--- src/rtl/bbpd_pkg.sv ---
`timescale 1ns/1ps
package bbpd_pkg;

    typedef enum logic {
        ST_EMPTY = 1'b0,
        ST_TRACK = 1'b1
    } trk_state_t;

    typedef enum logic [1:0] {
        VOTE_NONE  = 2'd0,
        VOTE_EARLY = 2'd1,
        VOTE_LATE  = 2'd2
    } vote_t;

endpackage

--- src/rtl/bbpd_classify.sv ---
`timescale 1ns/1ps
module bbpd_classify
    import bbpd_pkg::*;
(
    input  logic  armed,
    input  logic  prev_bit,
    input  logic  xing_bit,
    input  logic  curr_bit,
    output vote_t vote
);

    // Having no transition outranks both directions: the crossover sample
    // means nothing when the data did not change.
    always_comb begin
        vote = VOTE_NONE;
        if (armed && (prev_bit != curr_bit)) begin
            if (xing_bit == curr_bit) begin
                vote = VOTE_LATE;
            end else begin
                vote = VOTE_EARLY;
            end
        end
    end

endmodule

--- src/rtl/bbpd_leak_acc.sv ---
`timescale 1ns/1ps
module bbpd_leak_acc
    import bbpd_pkg::*;
#(
    parameter int ACC_W   = 8,
    parameter int SHIFT_W = 3
) (
    input  logic                      clk,
    input  logic                      rst,
    input  logic                      upd,
    input  vote_t                     vote,
    input  logic                      leak_now,
    input  logic [SHIFT_W-1:0]        leak_shift,
    output logic signed [ACC_W-1:0]   acc
);

    localparam logic signed [ACC_W:0] HI_X = {2'b00, {(ACC_W-1){1'b1}}};
    localparam logic signed [ACC_W:0] LO_X = -HI_X;

    logic signed [ACC_W:0]   delta;
    logic signed [ACC_W:0]   sum_x;
    logic signed [ACC_W-1:0] sat_v;
    logic [ACC_W-1:0]        mag;
    logic [ACC_W-1:0]        rem;
    logic signed [ACC_W-1:0] leaked_v;
    logic signed [ACC_W-1:0] acc_d;

    always_comb begin
        unique case (vote)
            VOTE_EARLY: delta = {{ACC_W{1'b0}}, 1'b1};
            VOTE_LATE:  delta = {(ACC_W+1){1'b1}};
            default:    delta = '0;
        endcase
    end

    // Vote first, saturate symmetrically.
    always_comb begin
        sum_x = {acc[ACC_W-1], acc} + delta;
        if (sum_x > HI_X) begin
            sat_v = HI_X[ACC_W-1:0];
        end else if (sum_x < LO_X) begin
            sat_v = LO_X[ACC_W-1:0];
        end else begin
            sat_v = sum_x[ACC_W-1:0];
        end
    end

    // Leak on the magnitude so both signs decay alike.
    always_comb begin
        mag = sat_v[ACC_W-1] ? (~sat_v + 1'b1) : sat_v;
        rem = mag - (mag >> leak_shift);
        leaked_v = sat_v[ACC_W-1] ? (~rem + 1'b1) : rem;
    end

    always_comb begin
        acc_d = acc;
        if (upd) begin
            acc_d = leak_now ? leaked_v : sat_v;
        end
    end

    always_ff @(posedge clk) begin
        if (rst) begin
            acc <= '0;
        end else begin
            acc <= acc_d;
        end
    end

endmodule

--- src/rtl/bbpd_clamp.sv ---
`timescale 1ns/1ps
module bbpd_clamp #(
    parameter int ACC_W = 8
) (
    input  logic signed [ACC_W-1:0] acc,
    input  logic [ACC_W-2:0]        limit,
    output logic signed [ACC_W-1:0] ctrl,
    output logic                    hit
);

    logic signed [ACC_W:0] a_x;
    logic signed [ACC_W:0] hi_x;
    logic signed [ACC_W:0] lo_x;

    always_comb begin
        a_x  = {acc[ACC_W-1], acc};
        hi_x = {2'b00, limit};
        lo_x = -hi_x;
        if (a_x > hi_x) begin
            ctrl = hi_x[ACC_W-1:0];
            hit  = 1'b1;
        end else if (a_x < lo_x) begin
            ctrl = lo_x[ACC_W-1:0];
            hit  = 1'b1;
        end else begin
            ctrl = acc;
            hit  = 1'b0;
        end
    end

endmodule

--- src/rtl/bbpd_avg_top.sv ---
`timescale 1ns/1ps
module bbpd_avg_top
    import bbpd_pkg::*;
#(
    parameter int ACC_W   = 8,
    parameter int SHIFT_W = 3,
    parameter int CNT_W   = 6
) (
    input  logic                    clk,
    input  logic                    rst,
    input  logic                    smp_valid,
    input  logic                    smp_xing,
    input  logic                    smp_curr,
    input  logic [SHIFT_W-1:0]      cfg_leak_shift,
    input  logic [CNT_W-1:0]        cfg_leak_period,
    input  logic [ACC_W-2:0]        cfg_limit,
    output logic                    vote_early,
    output logic                    vote_late,
    output logic signed [ACC_W-1:0] ctrl_word,
    output logic                    ctrl_clamped,
    output logic                    dout
);

    trk_state_t state_q;
    trk_state_t state_d;

    logic              armed;
    logic              prev_q;
    vote_t             vote;
    logic [CNT_W-1:0]  cnt_q;
    logic [CNT_W-1:0]  cnt_d;
    logic [CNT_W:0]    cnt_inc;
    logic              leak_hit;
    logic signed [ACC_W-1:0] acc;

    // State register.
    always_ff @(posedge clk) begin
        if (rst) begin
            state_q <= ST_EMPTY;
        end else begin
            state_q <= state_d;
        end
    end

    // Transitions: ST_EMPTY -> ST_TRACK on the first qualified set.
    always_comb begin
        state_d = state_q;
        unique case (state_q)
            ST_EMPTY: if (smp_valid) state_d = ST_TRACK;
            ST_TRACK: state_d = ST_TRACK;
            default:  state_d = ST_EMPTY;
        endcase
    end

    // State-dependent outputs.
    always_comb begin
        armed = 1'b0;
        unique case (state_q)
            ST_EMPTY: armed = 1'b0;
            ST_TRACK: armed = smp_valid;
            default:  armed = 1'b0;
        endcase
    end

    bbpd_classify u_cls (
        .armed    (armed),
        .prev_bit (prev_q),
        .xing_bit (smp_xing),
        .curr_bit (smp_curr),
        .vote     (vote)
    );

    // Leak cadence counted in qualified sets.
    always_comb begin
        cnt_inc  = {1'b0, cnt_q} + 1'b1;
        leak_hit = smp_valid && (cfg_leak_period != '0) &&
                   (cnt_inc >= {1'b0, cfg_leak_period});
        cnt_d    = cnt_q;
        if (smp_valid) begin
            if (cfg_leak_period == '0 || leak_hit) begin
                cnt_d = '0;
            end else begin
                cnt_d = cnt_inc[CNT_W-1:0];
            end
        end
    end

    always_ff @(posedge clk) begin
        if (rst) begin
            cnt_q      <= '0;
            prev_q     <= 1'b0;
            dout       <= 1'b0;
            vote_early <= 1'b0;
            vote_late  <= 1'b0;
        end else begin
            cnt_q      <= cnt_d;
            vote_early <= (vote == VOTE_EARLY);
            vote_late  <= (vote == VOTE_LATE);
            if (smp_valid) begin
                prev_q <= smp_curr;
                dout   <= smp_curr;
            end
        end
    end

    bbpd_leak_acc #(
        .ACC_W   (ACC_W),
        .SHIFT_W (SHIFT_W)
    ) u_acc (
        .clk        (clk),
        .rst        (rst),
        .upd        (smp_valid),
        .vote       (vote),
        .leak_now   (leak_hit),
        .leak_shift (cfg_leak_shift),
        .acc        (acc)
    );

    bbpd_clamp #(
        .ACC_W (ACC_W)
    ) u_clamp (
        .acc   (acc),
        .limit (cfg_limit),
        .ctrl  (ctrl_word),
        .hit   (ctrl_clamped)
    );

endmodule

--- config.mk ---
export PLATFORM = sky130hd
export DESIGN_NAME = bbpd_avg_top
export DESIGN_NICKNAME = d
export VERILOG_FILES = /design/src/rtl/bbpd_pkg.sv /design/src/rtl/bbpd_classify.sv /design/src/rtl/bbpd_leak_acc.sv /design/src/rtl/bbpd_clamp.sv /design/src/rtl/bbpd_avg_top.sv
export SDC_FILE = /design/constraint.sdc
export NUM_CORES = 1
export LEC_CHECK = 0
export BUFFER_PORTS_ARGS = -buffer_cell sky130_fd_sc_hd__buf_2
export CAP_MARGIN = 20
export CORE_AREA = 5 5 79 81
export CTS_BUF_LIST = sky130_fd_sc_hd__clkbuf_2
export DETAILED_ROUTE_END_ITERATION = 6
export DIE_AREA = 0 0 84 86
export PLACE_DENSITY = 0.82
export SKIP_LAST_GASP = 1
export SLEW_MARGIN = 20
export SYNTH_ARGS = -nofsm -noshare
export SYNTH_HDL_FRONTEND = slang
export SYNTH_SLANG_ARGS = --single-unit
--- constraint.sdc ---
create_clock -name clk -period 20.4 [get_ports clk]
set_clock_uncertainty 0.1 [all_clocks]
set_input_delay 3.06 -clock clk [delete_from_list [all_inputs] [get_ports clk]]
set_output_delay 3.06 -clock clk [all_outputs]
set_load 0.01 [all_outputs]
---- Yosys cells after proc, flatten, opt, wreduce, memory -nomap -nowiden ----
Cells that the tools add are included.
W data, S select, Z words.
operators by class
  add/sub/neg operators ................... 6
  shift-type cells ........................ 1
  $lt $le $gt $ge ......................... 5
  reduce and logical (&&, ||, !) cells .... 6
  equality and inequality tests ........... 4
  bitwise operators ....................... 3
  muxes and demuxes ....................... 16
operators by type and width
  kind                   number
  $mux W8                7
  $pmux W9 S2            1
  $add A8 B1 Y8 const B  2
  $not A8 Y8             2
  $add A9 B9 Y9          1
  $gt A9 B8 Y1 const B   1
  $lt A8 B9 Y1           1
  $lt A9 B8 Y1 const B   1
  $neg A7 Y9             1
  $gt A8 B8 Y1           1
  $shr A8 B3 Y8          1
  $sub A8 B8 Y8          1
  $add A6 B1 Y7 const B  1
  $ge A7 B6 Y1           1
  $logic_not A6 Y1       1
  $mux W6                1
  $reduce_bool A6 Y1     1
  $mux W2                2
  $pmux W1 S2            2
  $logic_and A1 B1 Y1    3
  $mux W1                3
  $eq A2 B1 Y1 const B   1
  $eq A2 B2 Y1 const B   1
  $eq A1 B1 Y1           1
  3 further kinds        3
storage, ports and cells
  word-level logic and storage cells ...... 47
  output and inout port bits .............. 12
  register bits after elaboration ......... 18
  input port bits ......................... 21

---- Depth between registers and ports, before layout ----
Gate-level depths: netlist of run 1.
  depth in word-level cells ............... 19
  mapped depth ............................ 34
  mapped depth without buffers ............ 33

---- Hierarchy ----
Synthesis of run 1 repeated with hierarchy kept, for this count alone.
second synthesis, totals
  cell total of the unflattened synthesis .. 432
  area, all modules ....................... 3280.6 um^2
modules (own cells, without submodules)
  module         cells each  times used  area an instance (um^2)
  bbpd_leak_acc  259         1           1904.3
  bbpd_clamp     96          1           670.6
  bbpd_avg_top   71          1           658.1
  bbpd_classify  6           1           47.5

---- Worst setup path after synthesis of run 1 ----
Ideal clock, no wire load.
  path kind ............................... input port to flip-flop
  start ................................... input smp_valid
  end ..................................... register u_acc.acc[7]
  stages .................................. 29
  setup slack ............................. 10997 ps
  required time ........................... 20226 ps
  arrival ................................. 9229 ps
  path buffers ............................ 2
  cell sequence ........................... clkbuf_1 > nand3_1 > nor2_1 > ha_1 > a211oi_2 > o21a_1 > nor3_1 > or2_1 > buf_4 > maj3_1 > inv_1 > ha_1 > inv_1 > nor2_1 > o221ai_1 > or2_1 > o311ai_2 > inv_2 > mux2_2 > a221oi_2 > ha_1 > nor2b_1 > o21a_1 > nor3_1 > nor2_1 > or3_1 > or3_1 > or3_1 > a31oi_1
on the way
  cells in the longest elaborated chain, start to end .. 18
RTL lines
  element                                              line                 source
  from (decl)                                          bbpd_avg_top.sv:11   input logic smp_valid,
  $pmux W1 S2                                          bbpd_avg_top.sv:58   unique case (state_q)
  $logic_and A1 B1 Y1                                  bbpd_classify.sv:16  if (armed && (prev_bit != curr_bit)) begin
  $mux W2                                              bbpd_classify.sv:16
  $eq A2 B2 Y1 / $eq A2 B1 Y1 (equally long branches)  bbpd_leak_acc.sv:29  unique case (vote)
  $pmux W9 S2                                          bbpd_leak_acc.sv:29
  $add A9 B9 Y9                                        bbpd_leak_acc.sv:38  sum_x = {acc[ACC_W-1], acc} + delta;
  $lt A9 B8 Y1                                         bbpd_leak_acc.sv:41  end else if (sum_x < LO_X) begin
  $mux W8                                              bbpd_leak_acc.sv:41
  [2 not listed]                                       -
  $add A8 B1 Y8                                        bbpd_leak_acc.sv:50  mag = sat_v[ACC_W-1] ? (~sat_v + 1'b1) : sat_v;
  $mux W8                                              bbpd_leak_acc.sv:50
  $shr A8 B3 Y8                                        bbpd_leak_acc.sv:51  rem = mag - (mag >> leak_shift);
  $sub A8 B8 Y8                                        bbpd_leak_acc.sv:51
  $not A8 Y8                                           bbpd_leak_acc.sv:52  leaked_v = sat_v[ACC_W-1] ? (~rem + 1'b1) : rem;
  $add A8 B1 Y8                                        bbpd_leak_acc.sv:52
  $mux W8                                              bbpd_leak_acc.sv:52
  $mux W8                                              bbpd_leak_acc.sv:58  acc_d = leak_now ? leaked_v : sat_v;
  to (signal assigned)                                 bbpd_leak_acc.sv:64  acc <= '0;
  to (signal assigned)                                 bbpd_leak_acc.sv:66  acc <= acc_d;
  to (decl)                                            bbpd_leak_acc.sv:14  output logic signed [ACC_W-1:0] acc
Parallel ways exist; a longest one is shown, timed or not.
A chain may end at the register's enable or synchronous reset.

---- Worst setup path after layout of run 1 ----
Same ends and word-level chain as after synthesis.

==> impl_metrics.json, run 1 <==
{
  "start_kind": "primary input",
  "worstPathMaxFanout": 17,
  "synth_top_area_cell": "ha_1",
  "core.rowCount": 27,
  "worst-setup-path-type": "primary input to flip-flop",
  "synth.mux.area_fraction_pct": 6.717,
  "cts_tree": "built",
  "crit_required_ps": 20560,
  "clk_path_buf_depth": 2,
  "drive_above_1_share_pct": 14.87,
  "yosysUniqueCellTypes": 77,
  "wl_um": 7618,
  "synth_simple_gate_area_share_pct": 22.02,
  "synth_xor_xnor_area_share_pct": 5.564,
  "cpMaxStageDelayCell": "nor2_1",
  "grt_start_max_net_pins": 23,
  "tns_ps": 0,
  "postPlaceCellArea_um2": 3337,
  "path_common_cell": "nor2_1",
  "first_iter_violations": 159,
  "powerDensity_nw_per_um2": 140.7,
  "syn_area_um2": 3148,
  "cts.sinks": 18,
  "cts.repair.resized": 0,
  "root_buffer": "clkbuf_2",
  "maxSlewViolCount": 0,
  "grt_usage_pct": 20.75,
  "die_h_um": 86,
  "grt_first_pass_wirelength_um": 13110,
  "clk_latency_ps": 310,
  "ioPinCount": 33,
  "endpoint_kind": "flip-flop",
  "synth_compound_area_share_pct": 28.78,
  "antenna_found_initial": 0,
  "worstHoldPathType": "flip-flop to flip-flop",
  "grt_pass1_vias": 2933,
  "synth_edf_count": 0,
  "layout_common_cells": "nor2_1, nand2_1, ha_1, buf_2, inv_1",
  "die_x_um": 84,
  "initial_core_util_pct": 58.24,
  "min_period_ps": 10210,
  "hold_viol_final": 0,
  "async_flop_share_pct": 0,
  "synth.avg_cell_area_um2": 7.586,
  "wire_per_inst_um": 14.97,
  "synth_fa_ha_area_share_pct": 19.48,
  "num_antenna_cells": 0,
  "yosys.area.top_type_share_pct": 16.30,
  "pre_cts_ws_ps": 9973,
  "fmax_mhz": 97.95,
  "outcome": "completed",
  "clk_pin_slew_ps": 180,
  "max_slew_margin_pct": 37.71,
  "syn_inst": 415,
  "syn-num-nets": 479,
  "ant_nets": 0,
  "arrival_ps": 10370,
  "period_share_pct": 50.05,
  "cap_violations": 0,
  "core_area_um2": 5405,
  "leakage_nw": 1.528,
  "fin_util_pct": 62.08,
  "drc_errors": 0,
  "portBuffers": 32,
  "rsz0062_at_grt": "no",
  "hpwlAfterDp_um": 6085,
  "max_stage_delay_ps": 550,
  "dieArea_um2": 7224,
  "numCtsBuffers": 3,
  "seq_area_frac_synth_pct": 11.45,
  "fin_area_um2": 3356,
  "synth-seq-cells": 18,
  "layout_setup_ws_ps": 10190,
  "peakVddDrop_v": 0.0001295,
  "rrSetupSlack_ps": 12720,
  "yosys-top-cells-area": "ha_1, dfxtp_1, nand2_1, nor2_1, xnor2_1",
  "place_congestion": 0.9226,
  "synth_top_family_by_area": "compound AO/OA/AOI/OAI gates",
  "syn_to_final_growth_pct": 6.598,
  "worst_pin_slew_ps": 934.4,
  "grt_overflow_total": 0,
  "setup_violations": 0,
  "cts.htree.levels": 1,
  "via_per_inst": 6.139,
  "cts_setup_buffers": 0,
  "first_pass_iters": 5,
  "yosysWarnings": 0,
  "num_vias": 3125,
  "nets": 502,
  "cts_hold_buf": 0,
  "synthFlopType": "dfxtp_1"
}
==> worst paths after layout <==
kind / from / to / cells past startpoint
worst min register to register: state_q$_SDFF_PP0_ / state_q$_SDFF_PP0_ / 2
worst max register to register: prev_q$_SDFFE_PP0P_ / u_acc.acc[7]$_SDFFE_PP0P_ / 29
worst min-delay path: state_q$_SDFF_PP0_ / state_q$_SDFF_PP0_ / 2
worst max-delay path: smp_valid / u_acc.acc[7]$_SDFFE_PP0P_ / 29
==> state kept, by name, indices dropped and copies added, names as in the netlist <==
signal	flops
cnt_q	6
prev_q	1
state_q	1
u_acc.acc	8
vote_early	1
vote_late	1
==> report_power, final <==
part / switching (mW) / internal, mW / total (mW)
sequential: 0.00716 / 0.0393 / 0.0465
clock: 0.0113 / 0.00426 / 0.0156
combinational: 0.237 / 0.173 / 0.410
==> final cells by class <==
| cell class | count | area [µm²] |
|---|---|---|
| Fill cell | 486 | 2049 |
| Multi-Input combinational cell | 351 | 2599 |
| Clock buffer | 3 | 15.01 |
| Clock inverter | 1 | 3.754 |
| Sequential cell | 18 | 360.3 |
| Timing Repair Buffer | 34 | 175.2 |
| Inverter | 30 | 112.6 |
| Tap cell | 72 | 90.09 |
==> logic make-up after synthesis <==
logic type	Yosys count
compound gates	120
flops	18
simple gates	145
fa+ha+maj	49
mux	17
buf+inv	46
xor+xnor	20
==> metrics by stage <==
stage / hold slack, ps / cells / total power [mW]
after global routing: 425.6 / 509 / 0.5229
final: 384.0 / 509 / 0.4723
after CTS: 383.6 / 509 / 0.4668
after floorplan: 335.2 / 415 / 0.3663
after global placement: 362.9 / 505 / 0.4388
after detailed placement: 353.5 / 505 / 0.4508
==> cells in the mapped netlist, drive strengths merged (10+ instances only) <==
master,number
nor2,44
nand2,43
ha,41
inv,30
a21oi,19
dfxtp,18
o21ai,17
xnor2,13
o21a,12
mux2i,11
nand3,11
clkbuf,10
o211ai,10
==> critical path, delay by kind of cell <==
kind,cells,cell delay [ps]
AND/OR/NAND/NOR,13,3330
AO/OA/AOI/OAI,8,2090
adder cells (fa/ha/maj),3,970
buffers and inverters,4,600
multiplexers,1,300
==> routing by layer <==
metal | up-vias | global-route usage [%] | wire [µm]
met5 | - | 0 | 0
met4 | 0 | 3.655 | 63
met3 | 8 | 1.057 | 399
met2 | 89 | 37.17 | 3667
met1 | 1448 | 27.91 | 3487
li1 | 1580 | - | -
Note: power is estimated with default switching activity, not from simulation.
==> run 2: changes to the inputs <==
Settings changed: CORE_AREA 5 5 79 81 to 5 5 81 83, DIE_AREA 0 0 84 86 to 0 0 86 88.
Clock period 20.4 ns to 8.5 ns, I/O delays scaled along.
==> run 2 against run 1 <==
Compared with the run above:
- critical path depth rose by 1
- combinational power rose by 140%
- core utilization fell by 3.5 points
- power rose by 140%
- setup slack got worse by 9500 ps
- global-route usage fell by 0.31 points
- cell count rose by 1.2%
- clock power rose by 130%
- die area rose by 4.8%
- critical endpoint unchanged
- largest power group unchanged
==> impl_metrics.json, run 2 (synthesized netlist as in run 1, its figures left out) <==
{
  "cts.htree.levels": 1,
  "first_pass_iters": 5,
  "rr_worst_depth": 29,
  "worstPathMaxFanout": 6,
  "portBuffers": 32,
  "maxSlewViolCount": 0,
  "cts.sinks": 18,
  "top_regs": "u_acc.acc (8), cnt_q (6)",
  "hpwlAfterDp_um": 6278,
  "setup_violations": 0,
  "max_stage_delay_ps": 510,
  "arrival_ps": 8000,
  "worst-setup-path-type": "primary input to flip-flop",
  "min_period_ps": 7856,
  "hold_depth": 2,
  "core.rowCount": 28,
  "grt_first_pass_wirelength_um": 13260,
  "worstHoldPathType": "flip-flop to flip-flop",
  "tns_ps": 0,
  "cts_tree": "built",
  "ant_nets": 0,
  "crit_buf_inv": 5,
  "r2r-start": "prev_q$_SDFFE_PP0P_",
  "die_x_um": 86,
  "leakage_nw": 1.542,
  "endpoint_kind": "flip-flop",
  "die_h_um": 88,
  "hold_viol_final": 0,
  "rsz0062_at_grt": "no",
  "grt_usage_pct": 20.44,
  "total_power_mw": 1.130,
  "regMostFlops": "u_acc.acc",
  "start_kind": "primary input",
  "grt_overflow_total": 0,
  "antenna_found_initial": 0,
  "rrSetupSlack_ps": 1380,
  "nets": 505,
  "period_share_pct": 92.42,
  "dieArea_um2": 7568,
  "wl_um": 7763,
  "holdPathEnd": "state_q$_SDFF_PP0_",
  "cts_setup_buffers": 0,
  "peakVddDrop_v": 0.0002783,
  "outcome": "completed",
  "numCtsBuffers": 3,
  "num_vias": 3178,
  "fin_area_um2": 3385,
  "largest_reg_flops": 8,
  "syn_to_final_growth_pct": 7.512,
  "num_antenna_cells": 0,
  "cap_violations": 0,
  "drc_errors": 0,
  "clk_pin_slew_ps": 180,
  "grt_start_max_net_pins": 22,
  "final_common_cell": "nand2_1",
  "core_area_um2": 5781,
  "first_iter_violations": 235,
  "ioPinCount": 33,
  "clk_path_buf_depth": 2,
  "cpMaxStageDelayCell": "fa_1",
  "drive_above_1_share_pct": 15.68,
  "place_congestion": 0.9394,
  "powerDensity_nw_per_um2": 334.0,
  "grt_pass1_vias": 2974,
  "fmax_mhz": 127.3,
  "via_per_inst": 6.171,
  "path_delay_family": "compound AO/OA/AOI/OAI gates",
  "crit_required_ps": 8640,
  "worst_pin_slew_ps": 883.4,
  "root_buffer": "clkbuf_2",
  "postPlaceCellArea_um2": 3363,
  "holdCritStartpoint": "state_q$_SDFF_PP0_",
  "wire_per_inst_um": 15.07,
  "max_slew_margin_pct": 41.11,
  "reg2reg_to": "u_acc.acc[7]$_SDFFE_PP0P_",
  "clk_latency_ps": 300,
  "layout_common_cells": "nand2_1, nor2_1, ha_1, buf_2, inv_1",
  "initial_core_util_pct": 54.46
}
## run 2: timing repair
action | in CTS | in global routing
setup endpoints to repair | 0 | 1
hold buffers | 0 | 0
resized for setup | 0 | 1
## run 2: worst register-to-register path, delay by kind of cell (launching register included)
kind	cells	cell delay, ps
muxes	1	300
adders and majority gates	4	1330
DFF	1	360
xor gates and xnor gates	1	160
AOI/OAI and AO/OA	10	2500
and+or+nand+nor	9	1930
buffers and inverters	4	380
## run 2: power breakdown
| group | total, mW | switching, mW | leakage [nW] | internal, mW |
|---|---|---|---|---|
| clock | 0.0364 | 0.0261 | 0.0140 | 0.0102 |
| sequential | 0.112 | 0.0176 | 0.147 | 0.0944 |
| combinational | 0.982 | 0.562 | 1.38 | 0.420 |
| total | 1.13 | 0.606 | 1.54 | 0.525 |
## run 2: final cells by class
type                            instances  area, µm²
Tap cell                               75      93.84
Clock buffer                            3      15.01
Sequential cell                        18      360.3
Fill cell                             547       2396
Multi-Input combinational cell        351       2601
Clock inverter                          1      3.754
Timing Repair Buffer                   37      197.7
Inverter                               30      112.6
## run 2: how the worst max path moves through the flow
stage | startpoint | end | slack, ps | cells past startpoint
6_report | smp_curr | u_acc.acc[7]$_SDFFE_PP0P_ | 640 | 30
2_1_floorplan | smp_valid | u_acc.acc[7]$_SDFFE_PP0P_ | 880 | 29
3_5_place_dp | smp_curr | u_acc.acc[7]$_SDFFE_PP0P_ | 310 | 30
4_1_cts | smp_curr | u_acc.acc[7]$_SDFFE_PP0P_ | 600 | 30
5_1_grt | smp_curr | u_acc.acc[7]$_SDFFE_PP0P_ | 120 | 31
3_3_place_gp | smp_curr | u_acc.acc[7]$_SDFFE_PP0P_ | 550 | 30
## run 2: per-layer routing
metal / up-vias / wire [µm] / GRT usage (%) / part of all wire [%]
li1: 1590 / - / - / -
met1: 1506 / 3723 / 27.53 / 48
met2: 70 / 3591 / 35.53 / 46
met3: 12 / 329 / 1.505 / 4.2
met4: 0 / 119 / 4.892 / 1.5
met5: - / 0 / 0 / 0
## run 2: per-stage QoR
step / hold WS [ps] / instances / utilization, % / setup slack (ps)
3_5_place_dp: 372.8 / 511 / 58.18 / 308.9
2_1_floorplan: 335.2 / 415 / - / 881.9
5_1_grt: 453.8 / 515 / 58.55 / 116.2
3_3_place_gp: 357.6 / 511 / 58.18 / 547.2
4_1_cts: 396.6 / 515 / 58.51 / 598.5
6_report: 392.7 / 515 / 58.55 / 644.4
